==> src/rtl/cgv_pkg.sv <==
package cgv_pkg;
  localparam int ANG_W     = 16;
  localparam int KINV_FRAC = 16;
  localparam int KINV      = 39797;

  typedef enum logic [1:0] {
    S_IDLE   = 2'd0,
    S_PHASE  = 2'd1,
    S_LAUNCH = 2'd2,
    S_ROT    = 2'd3
  } cgv_state_t;

  // atan(2^-i) in binary angle units (65536 per turn)
  function automatic logic [ANG_W-1:0] cgv_atan_step(input int unsigned idx);
    case (idx)
      0:  return 16'd8192;
      1:  return 16'd4836;
      2:  return 16'd2555;
      3:  return 16'd1297;
      4:  return 16'd651;
      5:  return 16'd326;
      6:  return 16'd163;
      7:  return 16'd81;
      8:  return 16'd41;
      9:  return 16'd20;
      10: return 16'd10;
      11: return 16'd5;
      12: return 16'd3;
      13: return 16'd1;
      14: return 16'd1;
      default: return 16'd0;
    endcase
  endfunction
endpackage

==> src/rtl/cgv_prerotate.sv <==
module cgv_prerotate
  import cgv_pkg::*;
#(
  parameter int IW = 20
) (
  input  logic signed [IW-1:0]    x_i,
  input  logic signed [IW-1:0]    y_i,
  output logic signed [IW-1:0]    x_o,
  output logic signed [IW-1:0]    y_o,
  output logic        [ANG_W-1:0] z_o,
  output logic                    zero_o
);
  localparam logic [ANG_W-1:0] QTR = ANG_W'(1) << (ANG_W - 2);

  always_comb begin
    zero_o = (x_i == '0) && (y_i == '0);
    x_o    = x_i;
    y_o    = y_i;
    z_o    = '0;
    if (!zero_o && (x_i <= 0)) begin
      if (y_i >= 0) begin
        // turn by -90 degrees, credit +90
        x_o = y_i;
        y_o = -x_i;
        z_o = QTR;
      end else begin
        // turn by +90 degrees, credit -90
        x_o = -y_i;
        y_o = x_i;
        z_o = -QTR;
      end
    end
  end
endmodule

==> src/rtl/cgv_gain_scale.sv <==
module cgv_gain_scale
  import cgv_pkg::*;
#(
  parameter int IW    = 20,
  parameter int GUARD = 2,
  parameter int OW    = 17
) (
  input  logic signed [IW-1:0] x_i,
  output logic        [OW-1:0] m_o
);
  localparam int PW = IW + KINV_FRAC + 2;
  localparam int SH = KINV_FRAC + GUARD;
  localparam logic signed [PW-1:0] KCONST = PW'(KINV);
  localparam logic signed [PW-1:0] HALF   = PW'(1) <<< (SH - 1);
  localparam logic signed [PW-1:0] MAXV   = PW'((64'd1 << OW) - 64'd1);

  logic signed [PW-1:0] prod;
  logic signed [PW-1:0] shr;

  always_comb begin
    prod = PW'(x_i) * KCONST;
    shr  = (prod + HALF) >>> SH;
    if (shr < 0)         m_o = '0;
    else if (shr > MAXV) m_o = '1;
    else                 m_o = shr[OW-1:0];
  end
endmodule

==> src/rtl/cgv_vec_engine.sv <==
module cgv_vec_engine
  import cgv_pkg::*;
#(
  parameter  int IN_W  = 16,
  parameter  int ITER  = 12,
  parameter  int GUARD = 2,
  localparam int IW    = IN_W + GUARD + 2
) (
  input  logic                    clk,
  input  logic                    rst,
  input  logic                    start_i,
  input  logic signed [IN_W-1:0]  x_i,
  input  logic signed [IN_W-1:0]  y_i,
  output logic                    busy_o,
  output logic                    done_o,
  output logic signed [IW-1:0]    x_o,
  output logic        [ANG_W-1:0] z_o
);
  localparam int CW = (ITER > 1) ? $clog2(ITER) : 1;
  localparam logic [CW-1:0] LAST = CW'(ITER - 1);

  logic signed [IW-1:0]    xe, ye, xp, yp;
  logic signed [IW-1:0]    x_q, y_q, xs, ys;
  logic        [ANG_W-1:0] z0, z_q, step;
  logic                    zero_p, zero_q;
  logic        [CW-1:0]    cnt_q;

  assign xe = $signed(IW'(x_i)) <<< GUARD;
  assign ye = $signed(IW'(y_i)) <<< GUARD;

  cgv_prerotate #(.IW(IW)) u_pre (
    .x_i(xe), .y_i(ye), .x_o(xp), .y_o(yp), .z_o(z0), .zero_o(zero_p)
  );

  assign xs   = x_q >>> cnt_q;
  assign ys   = y_q >>> cnt_q;
  assign step = cgv_atan_step(32'(cnt_q));

  always_ff @(posedge clk) begin
    if (rst) begin
      x_q    <= '0;
      y_q    <= '0;
      z_q    <= '0;
      zero_q <= 1'b1;
      cnt_q  <= '0;
      busy_o <= 1'b0;
      done_o <= 1'b0;
    end else begin
      done_o <= 1'b0;
      if (start_i && !busy_o) begin
        x_q    <= xp;
        y_q    <= yp;
        z_q    <= z0;
        zero_q <= zero_p;
        cnt_q  <= '0;
        busy_o <= 1'b1;
      end else if (busy_o) begin
        if (y_q >= 0) begin
          x_q <= x_q + ys;
          y_q <= y_q - xs;
          z_q <= z_q + step;
        end else begin
          x_q <= x_q - ys;
          y_q <= y_q + xs;
          z_q <= z_q - step;
        end
        cnt_q <= cnt_q + 1'b1;
        if (cnt_q == LAST) begin
          busy_o <= 1'b0;
          done_o <= 1'b1;
        end
      end
    end
  end

  assign x_o = x_q;
  assign z_o = zero_q ? '0 : z_q;

  // micro-rotation counter stays inside the pass
  a_r8_count_bound: assert property (@(posedge clk) disable iff (rst)
    busy_o |-> (cnt_q <= LAST));

  // completion follows a busy cycle and ends it
  a_r8_done_after_busy: assert property (@(posedge clk) disable iff (rst)
    done_o |-> ($past(busy_o) && !busy_o));

  // the loaded vector lies in the right half plane after the quarter turn
  a_r7_right_half: assert property (@(posedge clk) disable iff (rst)
    (start_i && !busy_o) |=> (x_q >= 0));
endmodule

==> src/rtl/cgivens_param_unit.sv <==
module cgivens_param_unit
  import cgv_pkg::*;
#(
  parameter int DW    = 16,
  parameter int ITER  = 12,
  parameter int GUARD = 2
) (
  input  logic                 clk,
  input  logic                 rst,
  input  logic                 start_i,
  input  logic signed [DW-1:0] a_re_i,
  input  logic signed [DW-1:0] a_im_i,
  input  logic signed [DW-1:0] b_re_i,
  input  logic signed [DW-1:0] b_im_i,
  output logic                 busy_o,
  output logic                 done_o,
  output logic [ANG_W-1:0]     phase_a_o,
  output logic [ANG_W-1:0]     phase_b_o,
  output logic [ANG_W-1:0]     dphi_o,
  output logic [ANG_W-1:0]     theta_o,
  output logic [DW:0]          r_o
);
  localparam int MW  = DW + 1;
  localparam int RIN = MW + 1;
  localparam int IWP = DW + GUARD + 2;
  localparam int IWR = RIN + GUARD + 2;
  localparam logic [ANG_W-1:0] QTR = ANG_W'(1) << (ANG_W - 2);

  cgv_state_t state_q;

  logic                    go_ph, go_r;
  logic                    busy_a, busy_b, busy_r;
  logic                    done_a, done_b, done_r;
  logic signed [IWP-1:0]   xa, xb;
  logic signed [IWR-1:0]   xr;
  logic        [ANG_W-1:0] za, zb, zr;
  logic        [MW-1:0]    ma, mb, mr;
  logic        [MW-1:0]    ma_q, mb_q;
  logic        [ANG_W-1:0] pa_q, pb_q;
  logic signed [RIN-1:0]   rx_in, ry_in;

  assign go_ph = start_i && (state_q == S_IDLE);
  assign go_r  = (state_q == S_LAUNCH);
  assign rx_in = $signed({1'b0, ma_q});
  assign ry_in = $signed({1'b0, mb_q});

  cgv_vec_engine #(.IN_W(DW), .ITER(ITER), .GUARD(GUARD)) u_eng_a (
    .clk(clk), .rst(rst), .start_i(go_ph), .x_i(a_re_i), .y_i(a_im_i),
    .busy_o(busy_a), .done_o(done_a), .x_o(xa), .z_o(za)
  );

  cgv_vec_engine #(.IN_W(DW), .ITER(ITER), .GUARD(GUARD)) u_eng_b (
    .clk(clk), .rst(rst), .start_i(go_ph), .x_i(b_re_i), .y_i(b_im_i),
    .busy_o(busy_b), .done_o(done_b), .x_o(xb), .z_o(zb)
  );

  cgv_vec_engine #(.IN_W(RIN), .ITER(ITER), .GUARD(GUARD)) u_eng_r (
    .clk(clk), .rst(rst), .start_i(go_r), .x_i(rx_in), .y_i(ry_in),
    .busy_o(busy_r), .done_o(done_r), .x_o(xr), .z_o(zr)
  );

  cgv_gain_scale #(.IW(IWP), .GUARD(GUARD), .OW(MW)) u_scale_a (.x_i(xa), .m_o(ma));
  cgv_gain_scale #(.IW(IWP), .GUARD(GUARD), .OW(MW)) u_scale_b (.x_i(xb), .m_o(mb));
  cgv_gain_scale #(.IW(IWR), .GUARD(GUARD), .OW(MW)) u_scale_r (.x_i(xr), .m_o(mr));

  always_ff @(posedge clk) begin
    if (rst) begin
      state_q   <= S_IDLE;
      ma_q      <= '0;
      mb_q      <= '0;
      pa_q      <= '0;
      pb_q      <= '0;
      done_o    <= 1'b0;
      phase_a_o <= '0;
      phase_b_o <= '0;
      dphi_o    <= '0;
      theta_o   <= '0;
      r_o       <= '0;
    end else begin
      done_o <= 1'b0;
      case (state_q)
        S_IDLE: begin
          if (go_ph) state_q <= S_PHASE;
        end
        S_PHASE: begin
          if (done_a && done_b) begin
            ma_q    <= ma;
            mb_q    <= mb;
            pa_q    <= za;
            pb_q    <= zb;
            state_q <= S_LAUNCH;
          end
        end
        S_LAUNCH: begin
          state_q <= S_ROT;
        end
        S_ROT: begin
          if (done_r) begin
            phase_a_o <= pa_q;
            phase_b_o <= pb_q;
            dphi_o    <= pb_q - pa_q;
            theta_o   <= zr;
            r_o       <= mr;
            done_o    <= 1'b1;
            state_q   <= S_IDLE;
          end
        end
        default: state_q <= S_IDLE;
      endcase
    end
  end

  assign busy_o = (state_q != S_IDLE);

  // the two phase engines run in lockstep
  a_r8_engines_lockstep: assert property (@(posedge clk) disable iff (rst)
    (done_a == done_b) && (busy_a == busy_b));

  // no engine is running while the controller is idle
  a_r9_idle_engines: assert property (@(posedge clk) disable iff (rst)
    (state_q == S_IDLE) |-> !(busy_a || busy_b || busy_r));

  // completion is a single-cycle pulse
  a_r8_done_pulse: assert property (@(posedge clk) disable iff (rst)
    done_o |=> !done_o);

  // completion ends a busy period
  a_r8_done_ends_busy: assert property (@(posedge clk) disable iff (rst)
    done_o |-> ($past(busy_o) && !busy_o));

  // a busy period only opens on a start request
  a_r9_busy_needs_start: assert property (@(posedge clk) disable iff (rst)
    $rose(busy_o) |-> $past(start_i));

  // real rotation angle stays within the first quadrant (small CORDIC slack)
  a_r3_theta_quadrant: assert property (@(posedge clk) disable iff (rst)
    done_o |-> (($signed(theta_o) >= -16) && ($signed(theta_o) <= $signed(QTR + 16'd16))));
endmodule

==> config.mk <==
export PLATFORM = sky130hd
export DESIGN_NAME = cgivens_param_unit
export DESIGN_NICKNAME = d
export VERILOG_FILES = /design/src/rtl/cgv_pkg.sv /design/src/rtl/cgv_prerotate.sv /design/src/rtl/cgv_gain_scale.sv /design/src/rtl/cgv_vec_engine.sv /design/src/rtl/cgivens_param_unit.sv
export SDC_FILE = /design/constraint.sdc
export NUM_CORES = 2
export LEC_CHECK = 0
export BUFFER_PORTS_ARGS = -buffer_cell sky130_fd_sc_hd__buf_4
export CORE_MARGIN = 8
export CORE_UTILIZATION = 35
export CTS_CLUSTER_SIZE = 12
export DETAILED_ROUTE_END_ITERATION = 12
export SETUP_SLACK_MARGIN = 0.3
export SLEW_MARGIN = 40
export SYNTH_ARGS = -nofsm -noshare
export SYNTH_HDL_FRONTEND = slang
export SYNTH_HIERARCHICAL = 1
export SYNTH_SLANG_ARGS = --single-unit
==> constraint.sdc <==
create_clock -name clk -period 7.55 [get_ports clk]
set_input_delay 1.1325 -clock clk [delete_from_list [all_inputs] [get_ports clk]]
set_output_delay 1.1325 -clock clk [all_outputs]
set_load 0.05 [all_outputs]
# Yosys cells after proc, flatten, opt, wreduce, memory -nomap -nowiden
# Memory sizes are Yosys's and may differ from the RTL's. A register that Yosys moved wholly into a read port is not among the register bits.
# Index checks and enable logic that the tools add are counted.
# totals
register_bits	343
romBits	672
input_bits	67
output_inout_bits	83
word_cells	218
memories	3
# op_classes
add_sub_neg	31
n_mul	3
n_lt_le_gt_ge	15
eq_ne	9
shift	6
mux	77
bitwise_logic	4
reduce_logical	38
# mem_list
name	words	width	rd	rd_ports_with_merged_regs	wr	line_no	rtl
(name not given)	16	14	1	1	0	cgv_pkg.sv:15	case (idx)
(name not given)	16	14	1	1	0	cgv_pkg.sv:15	
(name not given)	16	14	1	1	0	cgv_pkg.sv:15	
# op_table
cell	count
$mux W20	20
$mux W16	18
$mux W22	10
$mux W17	6
$add A20 B20 Y20	4
$logic_not A20 Y1	4
$neg A18 Y20	4
$sshr A20 B4 Y20	4
$sub A20 B20 Y20	4
$add A37 B19 Y38 const B	2
$mul A20 B17 Y37 const B	2
$sub A16 B16 Y16	4
$add A16 B16 Y16	3
$add A22 B22 Y22	2
$logic_not A22 Y1	2
$neg A19 Y22	2
$sshr A22 B4 Y22	2
$sub A22 B22 Y22	2
$add A39 B19 Y40 const B	1
$ge A20 B1 Y1 const B	2
$gt A20 B18 Y1 const B	2
$lt A20 B1 Y1 const B	2
$mul A22 B17 Y39 const B	1
$ge A18 B1 Y1 const B	2
other kinds (25)	78

# Logic depth before layout (Yosys ltp)
# depth
word_depth	6
mapped_depth	25
mapped_depth_nobuf	24

# Hierarchy
# Netlist, hierarchy kept.
# modules_own_cells
mod	instances	cells_each	area_per_inst_um2	seq_area_each_um2
cgv_vec_engine (u_eng_r)	1	1254	9887.0	1621.6
cgv_vec_engine (u_eng_b)	1	1132	9213.8	1541.5
cgv_vec_engine (u_eng_a)	1	1096	9172.5	1541.5
cgv_gain_scale (u_scale_r)	1	806	7688.6	0.0
cgv_gain_scale (u_scale_a)	1	744	7051.8	0.0
cgv_gain_scale (u_scale_b)	1	724	6957.9	0.0
cgivens_param_unit	1	786	6190.9	3002.9
cgv_prerotate (u_eng_a.u_pre ...)	2	191	1511.4	0.0
cgv_prerotate (u_eng_r.u_pre)	1	210	1799.2	0.0

# Worst setup path before layout
# No wires, ideal clock.
# synth_path
path_kind	register -> register
from	reg u_eng_a.x_q[19], in the netlist u_eng_a/x_o[19]
to	reg ma_q[9]
setup_time_ps	132
arrival_time_ps	5938
required_time_ps	7418
slack_ps	1479
stages_incl_launch_ff	23
n_path_buf	1
period_less_slack_ps	6071
cell_sequence	dfxtp_1 ha_1 fa_1 inv_1 fa_1 fa_1 fa_1 inv_1 fa_1 inv_1 ha_1 nand2_1 nor2_2 nand4bb_1 o32a_1 a21oi_2 nand4_2 a211oi_2 a41oi_2 buf_6 o21a_1 nand2_1 a21oi_1
# synth_between
elab_chain_cells	5
word_cells_on_any_way	6
classes_between	add/sub: 1; mul: 1; order compare: 2; mux: 2
# synth_lines
item	line_no	rtl
start, declared	cgv_vec_engine.sv:23	logic signed [IW-1:0] x_q, y_q, xs, ys;
start signal, assigned	cgv_vec_engine.sv:51	x_q <= xp;
start signal, assigned	cgv_vec_engine.sv:59	x_q <= x_q + ys;
start signal, assigned	cgv_vec_engine.sv:63	x_q <= x_q - ys;
$mul A20 B17 Y37 *	cgv_gain_scale.sv:21	prod = PW'(x_i) * KCONST;
$add A37 B19 Y38 *	cgv_gain_scale.sv:22	shr = (prod + HALF) >>> SH;
$gt A20 B18 Y1	cgv_gain_scale.sv:24	else if (shr > MAXV) m_o = '1;
$mux W17	cgv_gain_scale.sv:24	
$mux W17 *	cgv_gain_scale.sv:23	if (shr < 0) m_o = '0;
named net ma[9]	cgivens_param_unit.sv:37	logic [MW-1:0] ma, mb, mr;
end signal, assigned	cgivens_param_unit.sv:87	ma_q <= ma;
end, declared	cgivens_param_unit.sv:38	logic [MW-1:0] ma_q, mb_q;
# The timed path passes the listed nets; every way through them passes the cells marked *.
# A chain may end at the register's enable or synchronous reset.

# Worst setup path after layout
# layout_path
from	reg u_eng_r.x_q[15], in the netlist u_eng_r/x_o[15]
to	reg r_o[3]
# layout_between
elab_chain_cells	5
word_cells_on_any_way	6
classes_between	add/sub: 1; mul: 1; order compare: 2; mux: 2
# layout_lines
item	line_no	rtl
start, declared	cgv_vec_engine.sv:23	
start signal, assigned	cgv_vec_engine.sv:51	
start signal, assigned	cgv_vec_engine.sv:59	
start signal, assigned	cgv_vec_engine.sv:63	
$mul A22 B17 Y39 *	cgv_gain_scale.sv:21	
$add A39 B19 Y40 *	cgv_gain_scale.sv:22	
$gt A22 B18 Y1	cgv_gain_scale.sv:24	
$mux W17	cgv_gain_scale.sv:24	
$mux W17 *	cgv_gain_scale.sv:23	
named net mr[3]	cgivens_param_unit.sv:37	
end signal, assigned	cgivens_param_unit.sv:103	r_o <= mr;
end, declared	cgivens_param_unit.sv:21	output logic [DW:0] r_o
# Marks and branches as above.

==> flow_summary.toml <==
[outcome]
status = "complete, no violations"

[placement]
dpl_cell_area_um2 = 64200
pre_cts_slack_ns = 0.727
port_buffers = 149
gp_congestion = 0.941
dp_hpwl_um = 145000

[sta]
setup_violations = 0
fin_skew_ns = 0.0567
worstMarginPinSlew_ns = 0.992
slew_violations = 0
relSlewSlack_pct = 33.0
fmax_mhz = 148
tns_ns = 0
hold_viol = 0
rsz0062_at_grt = "false"
timing.final.ws_setup_ns = 0.789
min_period_over_period_pct = 89.5
min_period_ns = 6.76
fin_hold_ws_ns = 0.455

[setup_path]
crit_required_ns = 8.13
reg2reg_from = "u_eng_r/x_o[15]$_SDFFE_PP0P_"
crit_type = "reg -> reg"
worstRegToRegCells = 21
setup.worst_path.end_class = "flop"
start_kind = "flop"
critPathMaxFanout = 17
r2r_slack_ns = 0.79
worstPathArrival_ns = 7.34
critPathLaunch = "u_eng_r/x_o[15]$_SDFFE_PP0P_"

[logic_synthesis]
syn-instance-count = 7134
synth_xor_area_share_pct = 6.36
synth_compound_area_share_pct = 18.0
synth_top_family_by_area = "adder cells"
yosysWarnings = 6
synth_simple_gate_area_share_pct = 13.9
synthFlopType = "dfxtp_1"
syn_area_per_cell_um2 = 8.55
muxShareOfSynthArea_pct = 10.2
ys_types = 135
synth_fa_ha_area_share_pct = 29.8
netlist_area_um2 = 61000
ys_seq_area_share_pct = 12.6
async_reset_ff_share_pct = 0
ys_ff_latch = 385
synth_edf_count = 0

[cts]
cts_made_buffers = 50
hold_buffers = 0
clock-root-buffer = "clkbuf_16"
cts_tree = "built"
cts_max_level = 2
clkTransAtPathRegs_ns = 0.06
cts.sinks = 385
clk_latency_ns = 0.66
cts_buffer_depth = 3

[floorplan]
coreArea_um2 = 173000
ios = 150
die_area_um2 = 188000
start_util_pct = 35.2
fp-row-count = 153
die_y_um = 433
dieWidth_um = 433

[global_routing]
grt_start_max_net_pins = 100
grt_pass1_vias = 50940
globalRoute.totalOverflow = 0
grt_util_all_layers_pct = 18.7
antenna_found_initial = 0
grt_first_pass_wirelength_um = 287000

[worst_hold_path]
hold_path_depth = 2
hold_start = "phase_b_o[14]$_SDFFE_PP0P_"
hold_class = "reg -> reg"

[routing]
drtPass1Iterations = 6
vias = 51089
avgRoutedWirePerCell_um = 19.2
drtAntennaViolNets = 0
drc = 0
wl_um = 182000
drt_iter0_drc = 3344
vias_per_cell = 5.38

[cells_and_area]
nets = 8370
drive_above_1_share_pct = 9.80
final_area_um2 = 65900
area_delta_synth_final_pct = 8.04

[run]
cap_violations = 0
-- routing by layer --
layer  share of wire [%]  vias to the layer above  GRT usage, %
li1                    -                    24653             -
met1                  44                    25030          24.7
met2                  48                     1179          32.6
met3                 4.2                      227          1.62
met4                 3.2                        0          5.48
met5                   0                        -             0
-- cell type report --
class / count / area [µm²]
Clock inverter: 15 / 184
Fill cell: 17839 / 108000
Tap cell: 2325 / 2910
Multi-Input combinational cell: 5528 / 48300
Inverter: 951 / 3570
Clock buffer: 74 / 1490
Antenna cell: 1 / 2.50
Sequential cell: 385 / 7740
Timing Repair Buffer: 220 / 1720
-- synth_stat cells, types with 29 or more instances --
| cell type | number | area, µm² |
|---|---|---|
| xor2_1 | 166 | 1450 |
| or3_1 | 41 | 257 |
| o211ai_1 | 35 | 263 |
| and3_1 | 30 | 188 |
| mux2_2 | 113 | 1270 |
| fa_1 | 478 | 9570 |
| nand3_1 | 68 | 340 |
| mux4_2 | 92 | 2070 |
| nor2b_1 | 181 | 1130 |
| a31oi_1 | 52 | 325 |
| o21bai_1 | 43 | 323 |
| nand2b_1 | 68 | 425 |
| mux2i_1 | 197 | 1970 |
| mux2_4 | 34 | 510 |
| nand2_1 | 594 | 2230 |
| or4_1 | 29 | 218 |
| clkbuf_1 | 201 | 754 |
| o21a_1 | 86 | 646 |
| inv_1 | 941 | 3530 |
| a21oi_1 | 474 | 2370 |
| nand4_1 | 34 | 213 |
| nor3_1 | 108 | 541 |
| buf_1 | 43 | 161 |
| ha_1 | 689 | 8620 |
| buf_4 | 58 | 435 |
| dfxtp_1 | 385 | 7710 |
| o21ai_0 | 253 | 1270 |
| a21o_1 | 110 | 826 |
| nor2_1 | 372 | 1400 |
| xnor2_1 | 274 | 2400 |
| o22ai_1 | 29 | 181 |
| o31ai_1 | 60 | 450 |
| a211oi_1 | 247 | 1850 |
| nor4_1 | 36 | 225 |
-- registers in the layout (all words and copies together), names as in the netlist, 14 cells and up --
register and flops:
u_eng_b/z_q 16, u_eng_b/step 14, u_eng_a/z_q 16, phase_b_o 16, mb_q 17, u_eng_r/step 14
theta_o 16, u_eng_r/y_q 22, u_eng_a/y_q 20, u_eng_r/z_q 16, pb_q 16, r_o 17
u_eng_r/x_o 22, u_eng_a/x_o 20, u_eng_b/x_o 20, pa_q 16, dphi_o 16, phase_a_o 16
u_eng_b/y_q 20, u_eng_a/step 14, ma_q 17
-- logic make-up after synthesis --
| logic type | Yosys count |
|---|---|
| DFF | 385 |
| AOI/OAI and AO/OA | 1651 |
| adders and majority gates | 1167 |
| and+or+nand+nor | 1719 |
| xor gates and xnor gates | 441 |
| other | 7 |
| muxes | 454 |
| buffers and inverters | 1310 |
-- stage by stage --
step	cells	util [%]
floorplan	7223	-
finish	9499	38.0
global route	9498	38.0
global placement	9405	36.9
CTS	9497	38.0
detailed placement	9408	37.0
-- critical path: stages, from the launching register on --
cell       delay, ns
dfxtp_1         0.80
ha_1            0.36
inv_1           0.08
fa_1            0.49
fa_1            0.51
inv_1           0.05
fa_1            0.48
fa_1            0.55
inv_1           0.05
fa_1            0.53
inv_1           0.04
ha_1            0.35
a21oi_1         0.27
o211ai_1        0.18
o22ai_2         0.19
o2111ai_1       0.30
a311o_1         0.45
and3_4          0.19
o21ai_4         0.40
o21a_1          0.20
nand2_1         0.05
a21oi_1         0.14
-- cell usage in the layout, fill, tap and decap left out, types with 92 or more instances in the layout --
cell type | Yosys | final
a211oi_1 | 247 | 247
a21o_1 | 110 | 110
a21oi_1 | 474 | 474
buf_4 | 58 | 214
conb_1 | 7 | 96
dfxtp_1 | 385 | 370
fa_1 | 478 | 478
ha_1 | 689 | 688
inv_1 | 941 | 939
mux2_2 | 113 | 113
mux2i_1 | 197 | 197
mux4_2 | 92 | 92
nand2_1 | 594 | 593
nor2_1 | 372 | 371
nor2b_1 | 181 | 181
nor3_1 | 108 | 108
o21ai_0 | 253 | 252
xnor2_1 | 274 | 273
xor2_1 | 166 | 166
-- what timing repair did --
action,in CTS,in global routing
buffers inserted,0,0
gates resized for setup,0,2
endpoints found under the setup margin,0,20
-- worst paths after layout --
check / to
hold reg to reg: phase_b_o[14]$_SDFFE_PP0P_
setup reg to reg: r_o[3]$_SDFFE_PP0P_
hold / removal: phase_b_o[14]$_SDFFE_PP0P_
setup / recovery: r_o[3]$_SDFFE_PP0P_
Power is not shown: default switching activity piles up to over one toggle a cycle in this logic, so the estimate is an artifact.
